===== src/rtl/tuner_pkg.sv =====
package tuner_pkg;
  localparam int NB_W = 48;
  typedef logic signed [NB_W-1:0] nb_t;
endpackage


===== src/rtl/evt_counter.sv =====
module evt_counter #(
  parameter int W = 8
) (
  input  logic         clk,
  input  logic         rst_n,
  input  logic         clr,
  input  logic         inc,
  output logic [W-1:0] total
);
  logic [W-1:0] cnt_q, cnt_d;

  // total includes the strobe of the current cycle
  assign total = cnt_q + W'(inc);

  always_comb begin
    cnt_d = cnt_q;
    if (clr) cnt_d = '0;
    else if (inc) cnt_d = total;
  end

  always_ff @(posedge clk or negedge rst_n) begin
    if (!rst_n) cnt_q <= '0;
    else        cnt_q <= cnt_d;
  end
endmodule


===== src/rtl/benefit_calc.sv =====
module benefit_calc
  import tuner_pkg::*;
#(
  parameter int W         = 8,
  parameter int T_MIGRATE = 1000,
  parameter int T_RD_FAST = 80,
  parameter int T_RD_SLOW = 128,
  parameter int T_WR_FAST = 80,
  parameter int T_WR_SLOW = 368
) (
  input  logic [W-1:0] mig_n,
  input  logic [W-1:0] rd_n,
  input  logic [W-1:0] wr_n,
  output nb_t          net
);
  localparam nb_t D_RD = nb_t'(T_RD_SLOW - T_RD_FAST);
  localparam nb_t D_WR = nb_t'(T_WR_SLOW - T_WR_FAST);
  localparam nb_t C_MG = nb_t'(T_MIGRATE);

  nb_t mig_s, rd_s, wr_s;

  assign mig_s = nb_t'({{(NB_W-W){1'b0}}, mig_n});
  assign rd_s  = nb_t'({{(NB_W-W){1'b0}}, rd_n});
  assign wr_s  = nb_t'({{(NB_W-W){1'b0}}, wr_n});

  assign net = (rd_s * D_RD) + (wr_s * D_WR) - (mig_s * C_MG);
endmodule


===== src/rtl/step_ctrl.sv =====
module step_ctrl
  import tuner_pkg::*;
#(
  parameter int TH_W   = 8,
  parameter int TH_MIN = 1,
  parameter int TH_MAX = 255,
  parameter int INIT   = 8
) (
  input  logic            clk,
  input  logic            rst_n,
  input  logic            en,
  input  nb_t             net,
  output logic [TH_W-1:0] thresh,
  output logic            last_up,
  output nb_t             prev
);
  localparam logic [TH_W-1:0] MIN_V  = TH_W'(TH_MIN);
  localparam logic [TH_W-1:0] MAX_V  = TH_W'(TH_MAX);
  localparam logic [TH_W-1:0] INIT_V = TH_W'(INIT);

  logic [TH_W-1:0] th_q, th_d;
  logic            up_q, up_d;
  nb_t             prev_q, prev_d;
  logic            go_up;

  always_comb begin
    if (net < 0)           go_up = 1'b1;
    else if (net > prev_q) go_up = up_q;
    else                   go_up = ~up_q;

    th_d   = th_q;
    up_d   = up_q;
    prev_d = prev_q;
    if (en) begin
      up_d   = go_up;
      prev_d = net;
      if (go_up) th_d = (th_q >= MAX_V) ? MAX_V : th_q + 1'b1;
      else       th_d = (th_q <= MIN_V) ? MIN_V : th_q - 1'b1;
    end
  end

  always_ff @(posedge clk or negedge rst_n) begin
    if (!rst_n) begin
      th_q   <= INIT_V;
      up_q   <= 1'b1;
      prev_q <= '0;
    end else begin
      th_q   <= th_d;
      up_q   <= up_d;
      prev_q <= prev_d;
    end
  end

  assign thresh  = th_q;
  assign last_up = up_q;
  assign prev    = prev_q;
endmodule


===== src/rtl/thresh_tuner.sv =====
module thresh_tuner
  import tuner_pkg::*;
#(
  parameter int QUANTUM     = 1024,
  parameter int TH_W        = 8,
  parameter int TH_MIN      = 1,
  parameter int TH_MAX      = 255,
  parameter int INIT_THRESH = 8,
  parameter int T_MIGRATE   = 1000,
  parameter int T_RD_FAST   = 80,
  parameter int T_RD_SLOW   = 128,
  parameter int T_WR_FAST   = 80,
  parameter int T_WR_SLOW   = 368
) (
  input  logic            clk,
  input  logic            rst_n,
  input  logic            mig_evt,
  input  logic            fast_rd_evt,
  input  logic            fast_wr_evt,
  output logic [TH_W-1:0] thresh
);
  localparam int QW    = (QUANTUM > 1) ? $clog2(QUANTUM) : 1;
  localparam int CNT_W = $clog2(QUANTUM + 1);
  localparam int N_EVT = 3;

  logic [QW-1:0] q_cnt, q_cnt_d;
  logic          q_end;

  assign q_end = (q_cnt == QW'(QUANTUM - 1));

  always_comb begin
    q_cnt_d = q_end ? '0 : q_cnt + 1'b1;
  end

  always_ff @(posedge clk or negedge rst_n) begin
    if (!rst_n) q_cnt <= '0;
    else        q_cnt <= q_cnt_d;
  end

  // index 0: migration, 1: fast read, 2: fast write
  logic [N_EVT-1:0] evt_vec;
  logic [CNT_W-1:0] evt_tot [N_EVT];

  assign evt_vec = {fast_wr_evt, fast_rd_evt, mig_evt};

  for (genvar i = 0; i < N_EVT; i++) begin : g_cnt
    evt_counter #(.W(CNT_W)) u_cnt (
      .clk   (clk),
      .rst_n (rst_n),
      .clr   (q_end),
      .inc   (evt_vec[i]),
      .total (evt_tot[i])
    );
  end

  nb_t  net, prev;
  logic last_up;

  benefit_calc #(
    .W(CNT_W), .T_MIGRATE(T_MIGRATE),
    .T_RD_FAST(T_RD_FAST), .T_RD_SLOW(T_RD_SLOW),
    .T_WR_FAST(T_WR_FAST), .T_WR_SLOW(T_WR_SLOW)
  ) u_calc (
    .mig_n (evt_tot[0]),
    .rd_n  (evt_tot[1]),
    .wr_n  (evt_tot[2]),
    .net   (net)
  );

  step_ctrl #(
    .TH_W(TH_W), .TH_MIN(TH_MIN), .TH_MAX(TH_MAX), .INIT(INIT_THRESH)
  ) u_step (
    .clk     (clk),
    .rst_n   (rst_n),
    .en      (q_end),
    .net     (net),
    .thresh  (thresh),
    .last_up (last_up),
    .prev    (prev)
  );
endmodule


===== config.mk =====
export PLATFORM = sky130hd
export DESIGN_NAME = thresh_tuner
export DESIGN_NICKNAME = d
export VERILOG_FILES = /design/src/rtl/tuner_pkg.sv /design/src/rtl/evt_counter.sv /design/src/rtl/benefit_calc.sv /design/src/rtl/step_ctrl.sv /design/src/rtl/thresh_tuner.sv
export SDC_FILE = /design/constraint.sdc
export NUM_CORES = 1
export LEC_CHECK = 0
export BUFFER_PORTS_ARGS = -buffer_cell sky130_fd_sc_hd__buf_2
export CAP_MARGIN = 10
export CORE_MARGIN = 8
export CORE_UTILIZATION = 59
export DETAILED_ROUTE_END_ITERATION = 6
export PLACE_DENSITY = 0.82
export SYNTH_ARGS = -nofsm -noshare
export SYNTH_HDL_FRONTEND = slang
export SYNTH_SLANG_ARGS = --single-unit

===== constraint.sdc =====
create_clock -name clk -period 9.65 [get_ports clk]
set_input_delay 0 -clock clk [delete_from_list [all_inputs] [get_ports clk]]
set_output_delay 0 -clock clk [all_outputs]
set_load 0.05 [all_outputs]

Word level (Yosys, flattened, before mapping):

Index checks and enable logic that the tools add are counted.

* add/subtract/negate cells: 8
* multiply operators: 3
* divide/modulo/power cells: 0
* $lt $le $gt $ge: 4
* eq/ne operators: 1
* shift operators: 0
* mux-type cells: 12
* bitwise operators: 1
* reduce and logical (&&, ||, !) cells: 3

Operator list (count)
* 11-bit two-way mux: 6
* 48-bit adder: 1
* 48-bit > comparator: 1
* 48-bit by 1-bit less-than comparator with 1-bit output (second input constant): 1
* 48-bit subtractor: 1
* 11-bit by 1-bit adder with 11-bit output: 3
* 8-bit two-way mux: 3
* 11-bit by 7-bit multiplier with 18-bit output (second input constant): 1
* 11-bit by 4-bit multiplier with 15-bit output (second input constant): 1
* 11-bit by 2-bit multiplier with 13-bit output (second input constant): 1
* 10-bit by 1-bit adder with 10-bit output (second input constant): 1
* 10-bit == test (second input constant): 1
* 10-bit two-way mux: 1
* 8-bit by 1-bit adder with 8-bit output (second input constant): 1
* 8-bit greater-or-equal comparator (second input constant): 1
* 8-bit by 1-bit less-or-equal comparator with 1-bit output (second input constant): 1
* 8-bit by 1-bit subtractor with 8-bit output (second input constant): 1
* 2-bit nonzero test: 3
* 1-bit two-way mux: 2
* 1-bit inverter: 1

* flip-flop bits (word level): 100
* bits in latches: 0
* memory bits (writable): 0
* ROM bits: 0
* output and inout bits: 8
* memories kept: 0

Depth between registers and ports, before layout:

* word-level depth: 8
* mapped depth: 43
* mapped depth without buffers: 41

Cells and area by module:

From an unflattened synthesis, not the netlist that was laid out.

* cells, all modules: 1194
* area total of the unflattened synthesis: 10522.6 um^2

Modules (own cells, without submodules)
* benefit_calc: times used 1, cells an instance 483, area an instance 4144.0 um^2
* step_ctrl: times used 1, cells an instance 432, area an instance 3751.1 um^2
* evt_counter: times used 3, cells an instance 79, area an instance 718.2 um^2
* thresh_tuner: times used 1, cells an instance 42, area an instance 473.0 um^2

Worst setup path before layout:

Ideal clock, no wire load.

* path type: flip-flop to flip-flop
* start point: register g_cnt[0].u_cnt.cnt_q[0]
* end point: register u_step.th_q[6] (netlist: u_step.thresh[6])
* library setup time: 0.121 ns
* arrival time: 8.886 ns
* setup slack: 0.643 ns
* cell stages (with the launch flop): 40
* buffers on the path: 1
* period minus slack after synthesis: 9.007 ns
* cells stage by stage: dfrtp_1 -> ha_1 -> xor2_1 -> inv_1 -> nor2_1 -> nor2_1 -> ha_1 -> or2_2 -> fa_1 -> fa_1 -> inv_1 -> fa_1 -> inv_1 -> ha_1 -> a21boi_0 -> o21ai_0 -> a21boi_0 -> o2111ai_1 -> [... 4 more ...] -> inv_1 -> ha_1 -> or3_1 -> o21ai_0 -> a21oi_1 -> a31o_2 -> buf_2 -> a21oi_1 -> ha_1 -> a21o_1 -> a21oi_1 -> nand2_1 -> a221o_1 -> a211o_1 -> a2111oi_2 -> o21bai_2 -> mux2_1 -> o22a_1

* longest elaborated chain between the ends: 7
* elaborated cells between the ends (all ways): 8
* those cells by class: 2 x add/sub; 1 x mul; 2 x order compare; 3 x mux

Ends and longest elaborated chain
* from (decl): line evt_counter.sv:10 `logic [W-1:0] cnt_q, cnt_d;`
* from (signal assigned): line evt_counter.sv:23 `else cnt_q <= cnt_d;`
* 11-bit by 1-bit adder with 11-bit output (*): line evt_counter.sv:13 `assign total = cnt_q + W'(inc);`
* 11-bit by 7-bit multiplier with 18-bit output (*): line benefit_calc.sv:26 `assign net = (rd_s * D_RD) + (wr_s * D_WR) - (mig_s * C_MG);`
* 48-bit subtractor (*): line benefit_calc.sv:26
* net net[22]: line thresh_tuner.sv:56 `nb_t net, prev;`
* 48-bit > comparator: line step_ctrl.sv:28 `else if (net > prev_q) go_up = up_q;`
* 1-bit two-way mux: line step_ctrl.sv:28
* 1-bit two-way mux (*): line step_ctrl.sv:27 `if (net < 0) go_up = 1'b1;`
* 8-bit two-way mux (*): line step_ctrl.sv:37 `if (go_up) th_d = (th_q >= MAX_V) ? MAX_V : th_q + 1'b1;`
* to (signal assigned): line step_ctrl.sv:48 `th_q <= th_d;`
* to (decl): line step_ctrl.sv:21 `logic [TH_W-1:0] th_q, th_d;`

The timed path passes the listed nets; every way through them passes the cells marked *.
A chain may end at the register's enable or synchronous reset.

==> results.py <==
metrics = {
    "timing": {
        "worst_pin_slew_ps": 836,
        "finalCritPeriodShare_pct": 94.3,
        "fin_tns_setup_ps": 0,
        "hold_viol": 0,
        "setup_viol": 0,
        "fin_crit_ps": 9100,
        "maxSlewViolCount": 0,
        "skew_ps": 12.1,
        "rsz0062_at_grt": "no",
        "max_slew_margin_pct": 44.3,
        "max_freq_mhz": 110,
    },
    "min_path": {
        "min_path_cells": 3,
        "min-delay-start": "fast_rd_evt",
        "min_path_type": "primary input to register",
        "hold_end": "g_cnt[1].u_cnt.cnt_q[0]",
    },
    "floorplanning": {
        "ios": 13,
        "initial_utilization_pct": 60.1,
        "die_w_um": 140,
        "dieArea_mm2": 0.0197,
        "row_count": 45,
        "coreArea_mm2": 0.0151,
        "die_y_um": 140,
    },
    "setup_path": {
        "r2r_start": "g_cnt[0].u_cnt.cnt_q[0]",
        "critPathBufInv": 5,
        "crit_slowest_cell": "fa_1",
        "cp_top_family": "adder cells",
        "worstPathArrival_ps": 9360,
        "regToRegSetupSlack_ps": 550,
        "cp-end-kind": "register",
        "worstSetupPathType": "register to register",
        "start_kind": "register",
        "cpPeakStageDelay_ps": 550,
        "r2r.worst_path.cells": 37,
        "critPathRequiredTime_ps": 9920,
        "path_max_fanout": 10,
        "worstReg2RegEnd": "u_step.thresh[1]",
    },
    "cts": {
        "cts_buffer_depth": 2,
        "clock_latency_ps": 350,
        "root_buffer": "clkbuf_16",
        "cts_tree": "built",
        "cts-buffers-inserted": 9,
        "cts-htree-levels": 3,
        "path_clk_slew_ps": 60,
        "clock_sinks": 86,
    },
    "layout": {
        "seqCellArea_mm2": 0.00215,
        "diodes": 0,
        "layout-drive-gt1-share_pct": 7.91,
        "nets": 1226,
        "fillers": 1172,
        "multi_input_area_mm2": 0.00645,
        "final_util_pct": 65.4,
        "syn_to_final_growth_pct": 8.79,
    },
    "global_routing": {
        "grt_first_pass_wirelength_mm": 33.1,
        "grt_pass1_vias": 7218,
        "antenna_found_initial": 0,
        "grt_use_total_pct": 20.3,
        "grt-ovfl-total": 0,
        "grt_start_max_net_pins": 64,
    },
    "route": {
        "vias_per_cell": 5.79,
        "drt-initial-drc-count": 378,
        "wl_mm": 19.0,
        "final_antenna_net_count": 0,
        "vias": 7158,
        "drc_errors": 0,
        "post_drt_wl_per_cell_um": 15.4,
        "first_pass_iters": 5,
    },
    "synthesis": {
        "synthFlopType": "dfrtp_1",
        "yosysWarnings": 0,
        "synth_top_cell_by_area": "dfrtp_1",
        "synth_nets": 1216,
        "synth-edff-count": 0,
        "yosysTopAreaCellShare_pct": 23.1,
        "netlist_area_mm2": 0.00911,
        "async_reset_ff_share_pct": 100,
        "synthDistinctLibCells": 69,
        "ys_seq_area_share_pct": 23.7,
        "synthTopCellsByArea": "dfrtp_1, ha_1, fa_1",
        "syn-instance-count": 1035,
        "synth_seq_cells": 86,
        "post_synth.cell_area_avg_um2": 8.80,
    },
    "run": {
        "max_cap_violations": 0,
    },
    "placement": {
        "gp_congestion": 0.897,
        "dp_hpwl_mm": 14.2,
        "port-buffer-count": 12,
    },
    "run_status": {
        "status": "complete, no violations",
    },
}
-- cell usage after synthesis, drive strengths merged (9+ instances only) --
library cell,n
inv,156
ha,132
dfrtp,84
nor2,76
xor2,69
nand2,67
a21oi,54
o21ai,48
xnor2,45
fa,44
and3,33
a21o,29
nand3,24
clkbuf,20
nand4,16
nor3,14
o31a,10
o21bai,9
-- cell usage in the layout, fill, tap and decap left out, drive strengths merged, types with 9 or more instances in the layout --
master / netlist / routed
nor3: 14 / 14
nor2: 76 / 76
and3: 33 / 33
clkbuf: 20 / 11
nand3: 24 / 24
inv: 156 / 156
dfrtp: 84 / 84
nand2: 67 / 67
o31a: 10 / 10
o21ai: 48 / 48
a21o: 29 / 29
fa: 44 / 44
buf: 8 / 26
a21oi: 54 / 54
ha: 132 / 132
xnor2: 45 / 45
o21bai: 9 / 9
nand4: 16 / 16
xor2: 69 / 69
-- how the worst max path moves through the flow --
stage                       startpoint               end  slack, ps  depth (start not counted)
3_3_place_gp   g_cnt[0].u_cnt.cnt_q[0]  u_step.thresh[3]        350                         36
6_report       g_cnt[0].u_cnt.cnt_q[0]  u_step.thresh[1]        550                         37
5_1_grt        g_cnt[0].u_cnt.cnt_q[0]  u_step.thresh[1]         10                         38
3_5_place_dp   g_cnt[0].u_cnt.cnt_q[0]  u_step.thresh[3]        100                         36
4_1_cts        g_cnt[0].u_cnt.cnt_q[0]  u_step.thresh[3]          8                         39
2_1_floorplan  g_cnt[0].u_cnt.cnt_q[0]  u_step.thresh[6]        640                         39
-- cell families (layout without fill, tap and decap cells) --
logic type / Yosys count / after routing / share of synthesized area [%]
buffers and inverters: 184 / 198 / 7.70
muxes: 11 / 11 / 1.26
xor gates and xnor gates: 114 / 114 / 11.0
and+or+nand+nor: 266 / 266 / 14.2
AOI/OAI and AO/OA: 198 / 198 / 14.4
adders and majority gates: 176 / 176 / 27.8
DFF: 86 / 86 / 23.7
-- sequential cells by signal, summed over array words and instances, names as in the netlist --
name / cells
g_cnt.u_cnt.cnt_q: 33
q_cnt: 10
u_step.last_up: 1
u_step.prev: 34
u_step.thresh: 8
-- what timing repair did --
item	4_1_cts	5_1_grt
setup endpoints to repair	0	9
gates resized for setup	0	39
hold buffers	1	0
setup buffers	0	1
hold endpoints to repair	23	0
-- metrics by stage --
step	hold slack [ps]	instances	setup slack (ps)	area [um2]
after CTS	68.6	1236	7.99	9710
after global routing	90.1	1237	13.1	9910
after floorplan	-296	1035	643	9110
after global placement	-82.2	1220	347	9390
final	77.3	1237	553	9910
after detailed placement	-76.8	1220	104	9390
-- layout make-up --
type / count / area share (%)
multi-input combinational: 765 / 65.1
sequential: 86 / 21.7
inverter: 156 / 5.91
tap: 188 / 2.37
clock buffer: 11 / 2.35
timing repair buffer: 27 / 1.79
clock inverter: 4 / 0.732
-- layer usage --
metal / GRT usage, % / vias up / routed length (um)
li1: - / 3494 / -
met4: 7.89 / 0 / 524
met1: 25.4 / 3458 / 8490
met3: 2.38 / 45 / 721
met2: 35.1 / 161 / 9270
met5: 0 / - / 0
-- worst min-delay path, stage by stage --
cell and delay, ps:
buf_2 180, mux2i_1 160, nor2_1 50
Power is left out: the tool's default activity adds up to more than one toggle a clock period on the data nets, which glitch-free logic cannot reach.
